`src/rtl/ssr_pkg.sv`:
```
package ssr_pkg;
  localparam int unsigned SSR_WORD_W  = 8;
  localparam int unsigned SSR_CLK_DIV = 8;
  localparam int unsigned SSR_SYNC    = 2;

  typedef enum logic {
    EDGE_RISE = 1'b0,
    EDGE_FALL = 1'b1
  } edge_mode_e;

  // Resting level of the serial clock for a given sampling edge.
  function automatic logic idle_level(input edge_mode_e mode);
    return (mode == EDGE_RISE) ? 1'b1 : 1'b0;
  endfunction
endpackage

```
`src/rtl/ssr_clk_gen.sv`:
```
module ssr_clk_gen #(
  parameter int unsigned DIV = 8
) (
  input  logic clk,
  input  logic rst_n,
  input  logic run,
  input  logic idle_lvl,
  output logic sclk,
  output logic tick
);
  localparam int unsigned HALF  = DIV / 2;
  localparam int unsigned DIV_W = (DIV > 2) ? $clog2(DIV) : 1;

  logic [DIV_W-1:0] phase;
  logic             sclk_q;

  always_ff @(posedge clk or negedge rst_n) begin
    if (!rst_n) begin
      phase  <= '0;
      sclk_q <= 1'b1;
    end else if (!run) begin
      phase  <= '0;
      sclk_q <= idle_lvl;
    end else begin
      phase  <= (phase == DIV_W'(DIV - 1)) ? '0 : phase + 1'b1;
      sclk_q <= idle_lvl ^ (phase < DIV_W'(HALF));
    end
  end

  // Sample on the same edge that returns the pin to its idle level.
  assign tick = run && (phase == DIV_W'(HALF));
  assign sclk = sclk_q;
endmodule

```
`src/rtl/ssr_edge_sync.sv`:
```
module ssr_edge_sync #(
  parameter int unsigned STAGES = 2
) (
  input  logic clk,
  input  logic rst_n,
  input  logic sclk_in,
  input  logic sdata_in,
  input  logic fall_mode,
  output logic act_edge,
  output logic data_s
);
  logic [STAGES:0]   cpipe;
  logic [STAGES-1:0] dpipe;

  for (genvar i = 0; i <= STAGES; i++) begin : g_cstage
    if (i == 0) begin : g_first
      always_ff @(posedge clk or negedge rst_n)
        if (!rst_n) cpipe[0] <= 1'b0;
        else        cpipe[0] <= sclk_in;
    end else begin : g_next
      always_ff @(posedge clk or negedge rst_n)
        if (!rst_n) cpipe[i] <= 1'b0;
        else        cpipe[i] <= cpipe[i-1];
    end
  end

  for (genvar j = 0; j < STAGES; j++) begin : g_dstage
    if (j == 0) begin : g_first
      always_ff @(posedge clk or negedge rst_n)
        if (!rst_n) dpipe[0] <= 1'b0;
        else        dpipe[0] <= sdata_in;
    end else begin : g_next
      always_ff @(posedge clk or negedge rst_n)
        if (!rst_n) dpipe[j] <= 1'b0;
        else        dpipe[j] <= dpipe[j-1];
    end
  end

  logic cur, prev;
  assign cur      = cpipe[STAGES-1];
  assign prev     = cpipe[STAGES];
  assign act_edge = fall_mode ? (prev & ~cur) : (cur & ~prev);
  assign data_s   = dpipe[STAGES-1];
endmodule

```
`src/rtl/ssr_shifter.sv`:
```
module ssr_shifter #(
  parameter int unsigned W = 8
) (
  input  logic         clk,
  input  logic         rst_n,
  input  logic         clear,
  input  logic         tick,
  input  logic         bit_in,
  output logic         done,
  output logic [W-1:0] word
);
  localparam int unsigned CNT_W = (W > 2) ? $clog2(W) : 1;

  logic [W-1:0]     shreg;
  logic [CNT_W-1:0] count;

  always_ff @(posedge clk or negedge rst_n) begin
    if (!rst_n) begin
      shreg <= '0;
      count <= '0;
    end else if (clear) begin
      shreg <= '0;
      count <= '0;
    end else if (tick) begin
      shreg <= {bit_in, shreg[W-1:1]};
      count <= (count == CNT_W'(W - 1)) ? '0 : count + 1'b1;
    end
  end

  assign done = tick && (count == CNT_W'(W - 1));
  assign word = {bit_in, shreg[W-1:1]};
endmodule

```
`src/rtl/sync_serial_rx.sv`:
```
module sync_serial_rx
  import ssr_pkg::*;
#(
  parameter int unsigned WORD_W      = SSR_WORD_W,
  parameter int unsigned CLK_DIV     = SSR_CLK_DIV,
  parameter int unsigned SYNC_STAGES = SSR_SYNC
) (
  input  logic              clk,
  input  logic              rst_n,
  input  logic              rx_en,
  input  logic              edge_sel,
  input  logic              ext_clk_mode,
  input  logic              sclk_in,
  output logic              sclk_out,
  input  logic              sdata_in,
  output logic              rd_valid,
  input  logic              rd_ready,
  output logic [WORD_W-1:0] rd_data
);
  edge_mode_e        mode;
  logic              armed, gen_run, gen_tick, ext_edge, bit_s, tick, done;
  logic [WORD_W-1:0] word;
  logic              full_q;
  logic [WORD_W-1:0] hold_q;

  assign mode    = edge_mode_e'(edge_sel);
  assign armed   = rx_en && !full_q;
  assign gen_run = armed && !ext_clk_mode;
  assign tick    = ext_clk_mode ? (armed && ext_edge) : gen_tick;

  ssr_clk_gen #(.DIV(CLK_DIV)) u_gen (
    .clk      (clk),
    .rst_n    (rst_n),
    .run      (gen_run),
    .idle_lvl (idle_level(mode)),
    .sclk     (sclk_out),
    .tick     (gen_tick)
  );

  ssr_edge_sync #(.STAGES(SYNC_STAGES)) u_sync (
    .clk       (clk),
    .rst_n     (rst_n),
    .sclk_in   (sclk_in),
    .sdata_in  (sdata_in),
    .fall_mode (mode == EDGE_FALL),
    .act_edge  (ext_edge),
    .data_s    (bit_s)
  );

  ssr_shifter #(.W(WORD_W)) u_shift (
    .clk    (clk),
    .rst_n  (rst_n),
    .clear  (!rx_en),
    .tick   (tick),
    .bit_in (bit_s),
    .done   (done),
    .word   (word)
  );

  // Second stage: holding register and completion flag.
  always_ff @(posedge clk or negedge rst_n) begin
    if (!rst_n) begin
      full_q <= 1'b0;
      hold_q <= '0;
    end else if (done) begin
      full_q <= 1'b1;
      hold_q <= word;
    end else if (full_q && rd_ready) begin
      full_q <= 1'b0;
    end
  end

  assign rd_valid = full_q;
  assign rd_data  = hold_q;
endmodule

```
`config.mk`:
```
export PLATFORM = sky130hd
export DESIGN_NAME = sync_serial_rx
export DESIGN_NICKNAME = d
export VERILOG_FILES = /design/src/rtl/ssr_pkg.sv /design/src/rtl/ssr_clk_gen.sv /design/src/rtl/ssr_edge_sync.sv /design/src/rtl/ssr_shifter.sv /design/src/rtl/sync_serial_rx.sv
export SDC_FILE = /design/constraint.sdc
export NUM_CORES = 1
export LEC_CHECK = 0
export ABC_AREA = 1
export BUFFER_PORTS_ARGS = -buffer_cell sky130_fd_sc_hd__buf_2
export CAP_MARGIN = 20
export CORE_MARGIN = 4
export CORE_UTILIZATION = 49
export DETAILED_ROUTE_END_ITERATION = 10
export HOLD_SLACK_MARGIN = 0.1
export PLACE_DENSITY = 0.73
export SYNTH_ARGS = -nofsm -noshare
export SYNTH_HDL_FRONTEND = slang
export SYNTH_HIERARCHICAL = 1
export SYNTH_SLANG_ARGS = --single-unit
```
`constraint.sdc`:
```
create_clock -name clk -period 1.8 [get_ports clk]
set_clock_uncertainty 0.2 [all_clocks]
set_input_delay 0 -clock clk [delete_from_list [all_inputs] [get_ports clk]]
set_output_delay 0 -clock clk [all_outputs]
set_load 0.05 [all_outputs]
```
### Yosys cells after proc, flatten, opt, wreduce, memory -nomap -nowiden

Cells that the tools add are included.

* register bits: 29
* output and inout port bits: 10

* reduce and logical (&&, ||, !) cells: 9
* mux-type cells: 13
* bitwise gates (word level): 5
* equal/unequal tests: 4
* add/sub/neg operators: 2
* order comparisons: 1

Operators by type and width (count)
* 2-to-1 mux 8 bit: 2
* 2-to-1 mux 3 bit: 5
* == test 3 bit (second input constant): 3
* adder 3 x 1 -> 3 bit (second input constant): 2
* logical AND 1 bit: 6
* 2-to-1 mux 1 bit: 6
* < comparator 3 bit (second input constant): 1
* bitwise AND 1 bit: 2
* logical NOT 1 bit: 2
* != test 2 x 1 -> 1 bit (second input constant): 1
* inverter 1 bit: 2
* nonzero test 2 bit: 1
* XOR 1 bit: 1

### Longest topological paths before layout

* word-level depth: 7
* depth in mapped cells: 14
* mapped depth without buffers: 12

### By module

Netlist, hierarchy kept.

By module, submodules not included
* ssr_shifter: seq. area each 250.2 µm², times used 1, cells each 49, area each 445.4 µm²
* sync_serial_rx: seq. area each 225.2 µm², times used 1, cells each 47, area each 377.9 µm²
* ssr_clk_gen: seq. area each 101.3 µm², times used 1, cells each 23, area each 215.2 µm²
* ssr_edge_sync: seq. area each 125.1 µm², times used 1, cells each 11, area each 150.1 µm²

### Worst setup path before layout

No wires, ideal clock.

* path type: register to register
* start point: register full_q, in the netlist rd_valid
* end point: register hold_q[0], in the netlist rd_data[0]
* data required time: 1.481 ns
* stages on the path, launching flop included: 13
* period minus slack after synthesis: 2.214 ns
* library setup time: 0.119 ns
* buffers on the path: 2
* path slack: -0.414 ns
* data arrival time: 1.894 ns
* path through: dfrtp_1 -> nor3_1 -> inv_2 -> nor2_1 -> nand2_1 -> nand2_1 -> buf_6 -> nand2_1 -> inv_1 -> buf_6 -> inv_2 -> nand2_1 -> nand2_1

* longest elaborated chain between the ends: 6

RTL lines
* start, declared: RTL line sync_serial_rx.sv:23 `logic full_q;`
* start signal, assigned: RTL line sync_serial_rx.sv:63 `full_q <= 1'b0;`
* start signal, assigned: RTL line sync_serial_rx.sv:66 `full_q <= 1'b1;`
* start signal, assigned: RTL line sync_serial_rx.sv:69 `full_q <= 1'b0;`
* logical NOT 1 bit: RTL line sync_serial_rx.sv:27 `assign armed = rx_en && !full_q;`
* logical AND 1 bit: RTL line sync_serial_rx.sv:27
* logical AND 1 bit: RTL line sync_serial_rx.sv:28 `assign gen_run = armed && !ext_clk_mode;`
* net gen_run: RTL line sync_serial_rx.sv:21 `logic armed, gen_run, gen_tick, ext_edge, bit_s, tick, done;`
* logical AND 1 bit: RTL line ssr_clk_gen.sv:31 `assign tick = run && (phase == DIV_W'(HALF));`
* net gen_tick: RTL line sync_serial_rx.sv:21
* 2-to-1 mux 1 bit: RTL line sync_serial_rx.sv:29 `assign tick = ext_clk_mode ? (armed && ext_edge) : gen_tick;`
* net tick: RTL line sync_serial_rx.sv:21
* logical AND 1 bit: RTL line ssr_shifter.sv:30 `assign done = tick && (count == CNT_W'(W - 1));`
* net done: RTL line sync_serial_rx.sv:21
* end signal, assigned: RTL line sync_serial_rx.sv:67 `hold_q <= word;`
* end, declared: RTL line sync_serial_rx.sv:24 `logic [WORD_W-1:0] hold_q;`

The timed path passes the listed nets, and every way through them passes these cells.
A chain may end at the register's enable or synchronous reset.

### Final worst setup path

* start point: register full_q, in the netlist rd_valid
* end point: register u_gen.phase[1]

* longest elaborated chain between the ends: 4

RTL lines
* logical NOT 1 bit: RTL line sync_serial_rx.sv:27
* logical AND 1 bit: RTL line sync_serial_rx.sv:27
* logical AND 1 bit: RTL line sync_serial_rx.sv:28
* net gen_run: RTL line sync_serial_rx.sv:21
* 2-to-1 mux 3 bit: RTL line ssr_clk_gen.sv:21 `end else if (!run) begin`
* end signal, assigned: RTL line ssr_clk_gen.sv:25 `phase <= (phase == DIV_W'(DIV - 1)) ? '0 : phase + 1'b1;`
* end, declared: RTL line ssr_clk_gen.sv:14 `logic [DIV_W-1:0] phase;`

The timed path passes the listed nets, and every way through them passes these cells.

==> impl_metrics.toml <==
[worst_setup_path]
worst-path-stages = 4
critical_path_arrival_ns = 1.78
crit_type = "flop to flop"
critPathTopFamily = "buffers and inverters"
required_ns = 1.85
path_buf_inv = 2
crit_path_top_delay_cell = "dlygate4sd3_1"
crit_path_end_kind = "flop"
crit_path_start_kind = "flop"
path_max_fanout = 4
worstPathCellList = "nor3_4 > inv_2 > dlygate4sd3_1 > nor3b_2"
r2r_start = "rd_valid$_DFFE_PN0P_"
rr_worst_depth = 4
cp_slowest_stage_delay_ns = 0.60
cp-startpoint = "rd_valid$_DFFE_PN0P_"

[drt]
drt_wl_total_mm = 2.18
vias = 898
viasPerCell = 4.78
avgRoutedWirePerCell_um = 11.6
drt.antenna.violating_nets = 0
drt_iter0_drc = 27
drc = 0
drt-pass1-iter-count = 4

[logic_synthesis]
synthFlopType = "dfrtp_1"
synth_most_common_cell = "nand2_1"
ys_seq_elements = 28
async_flop_share_pct = 100
synth_area_leaders = "dfrtp_1, nand2_1, nand3_1"
syn-num-nets = 143
syn_inst = 130
synth_edf_count = 0
synth_top_area_share_pct = 56.8
yosys_warnings = 6
netlist_area_um2 = 1190
yosysUniqueCellTypes = 15
postSynthAreaPerCell_um2 = 9.14
yosys.area.top_type = "dfrtp_1"
yosysSeqAreaShare_pct = 59.1
synth_commonest_cells = "nand2_1, dfrtp_1, inv_1, nand3_1, ha_1"

[global_routing]
gr-total-overflow = 0
grt_max_degree = 29
antenna_found_initial = 0
grt_pass1_vias = 917
grt_usage_pct = 16.2
grt_pass1_wl_mm = 4.11

[hold_path]
hp-start = "sclk_in"
hp-class = "primary input to flop"
min_path_cells = 2

[sta]
worst_pin_slew_ns = 0.611
min_period_over_period_pct = 96.0
rsz0062_at_grt = "false"
timing.final.crit_period_ns = 1.73
finalSetupViolations = 0
slew_headroom_pct = 59.3
maxClockFrequency_ghz = 0.578
fin_ws_ns = 0.0713
hold_violations = 0
slew_viol_final = 0

[floorplan]
core_region_area_um2 = 2250
start_util_pct = 52.7
rows = 17
die_area_um2 = 3280
die_x_um = 57.3
ios = 18
die_h_um = 57.3

[clock_network]
clockRootBuffer = "clkbuf_4"
insertion_delay_ns = 0.32
h-tree-depth = 1
cts_tree = "yes"
numCtsBuffers = 3
clockBufferDepth = 2
path_clk_slew_ns = 0.13
cts.sinks = 28

[placement]
place_ws_ns = 0.106
portBuffers = 17
gp_congestion = 0.772
hpwl_mm = 1.58

[power_and_ir_drop]
power_leakage_nw = 0.849
pwr_density_cell_nw_per_um2 = 689
power_mw = 0.990
ir_drop_v = 0.000440

[finish]
syn2layout_area_growth_pct = 20.8
antenna_cells = 0
final_nets = 174
drive_gt1_share_pct = 21.3

[job]
max_cap_viol_count = 0

[run_status]
outcome = "finished clean"
==> worst reg2reg max path: stages (launching register included) <==
cell and delay (ns):
dfrtp_2 0.46, nor3_4 0.19, inv_2 0.06, dlygate4sd3_1 0.60, nor3b_2 0.16
==> cells by family after synthesis <==
logic type	after synthesis	share of synthesized area, %
buffers and inverters	21	8.21
DFF	28	59.1
and+or+nand+nor	75	27.1
adders and majority gates	5	5.26
AOI/OAI and AO/OA	1	0.421
==> repair_timing <==
action	in CTS	in global routing
endpoints found under the hold margin	45	0
setup endpoints to repair	0	19
gates resized for setup	0	1
buffers inserted	0	0
hold buffers	9	0
==> power breakdown <==
part	switching (mW)	leakage, nW	internal (mW)
clock	0.170	0.0150	0.0866
sequential	0.00617	0.373	0.642
combinational	0.0510	0.461	0.0342
total	0.228	0.849	0.762
==> layout by cell type, fill, tap and decap left out, types with 2 or more instances in the layout <==
master and n:
inv_2 3, nand3_1 13, clkbuf_4 3, nor2_1 3, buf_2 17, dlygate4sd3_1 9
inv_1 14, nand2_1 54, ha_1 5, dfrtp_1 26, buf_4 2
==> layer usage <==
| metal | up-vias | wire [um] | GRT usage (%) |
|---|---|---|---|
| li1 | 456 | - | - |
| met1 | 430 | 995 | 21.3 |
| met2 | 10 | 1110 | 27.4 |
| met3 | 2 | 70 | 2.04 |
| met4 | 0 | 12 | 5.96 |
| met5 | - | 0 | 0 |
==> registers in the layout, summed over array words and instances, names as in the netlist <==
| signal | count |
|---|---|
| u_gen/phase | 3 |
| rd_valid | 1 |
| u_sync/dpipe | 1 |
| u_sync/prev | 1 |
| u_shift/shreg | 7 |
| u_sync/cur | 1 |
| u_shift/count | 3 |
| u_gen/sclk | 1 |
| u_sync/cpipe | 1 |
| rd_data | 8 |
| u_sync/data_s | 1 |
==> worst paths after layout <==
| check | slack (ns) | endpoint |
|---|---|---|
| min in group asynchronous | 0.55 | rd_data[1]$_DFFE_PN0P_ |
| max in group asynchronous | 0.42 | rd_valid$_DFFE_PN0P_ |
| setup / recovery | 0.07 | u_gen/phase[1]$_DFF_PN0_ |
| setup reg to reg | 0.07 | u_gen/phase[1]$_DFF_PN0_ |
| hold reg to reg | 0.17 | u_sync/cur$_DFF_PN0_ |
| hold / removal | 0.12 | u_sync/cpipe[0]$_DFF_PN0_ |
==> layout make-up <==
type                       instances  area [um^2]
fill                             191          818
inverter                          18         72.6
multi-input combinational         82          409
tap                               28         35.0
clock buffer                       4         26.3
timing repair buffer              28          190
sequential                        28          703
==> through the flow <==
stage	cell area [um^2]	std cells	setup TNS, ns	utilization (%)	hold WS (ns)
CTS	1430	187	0	63.4	0.106
detailed placement	1310	174	0	58.3	-0.151
global route	1440	188	0	63.7	0.113
floorplan	1210	130	-0.617	-	-0.496
global placement	1310	174	0	58.3	-0.163
finish	1440	188	0	63.7	0.121
Note: power is estimated with default switching activity, not from simulation.
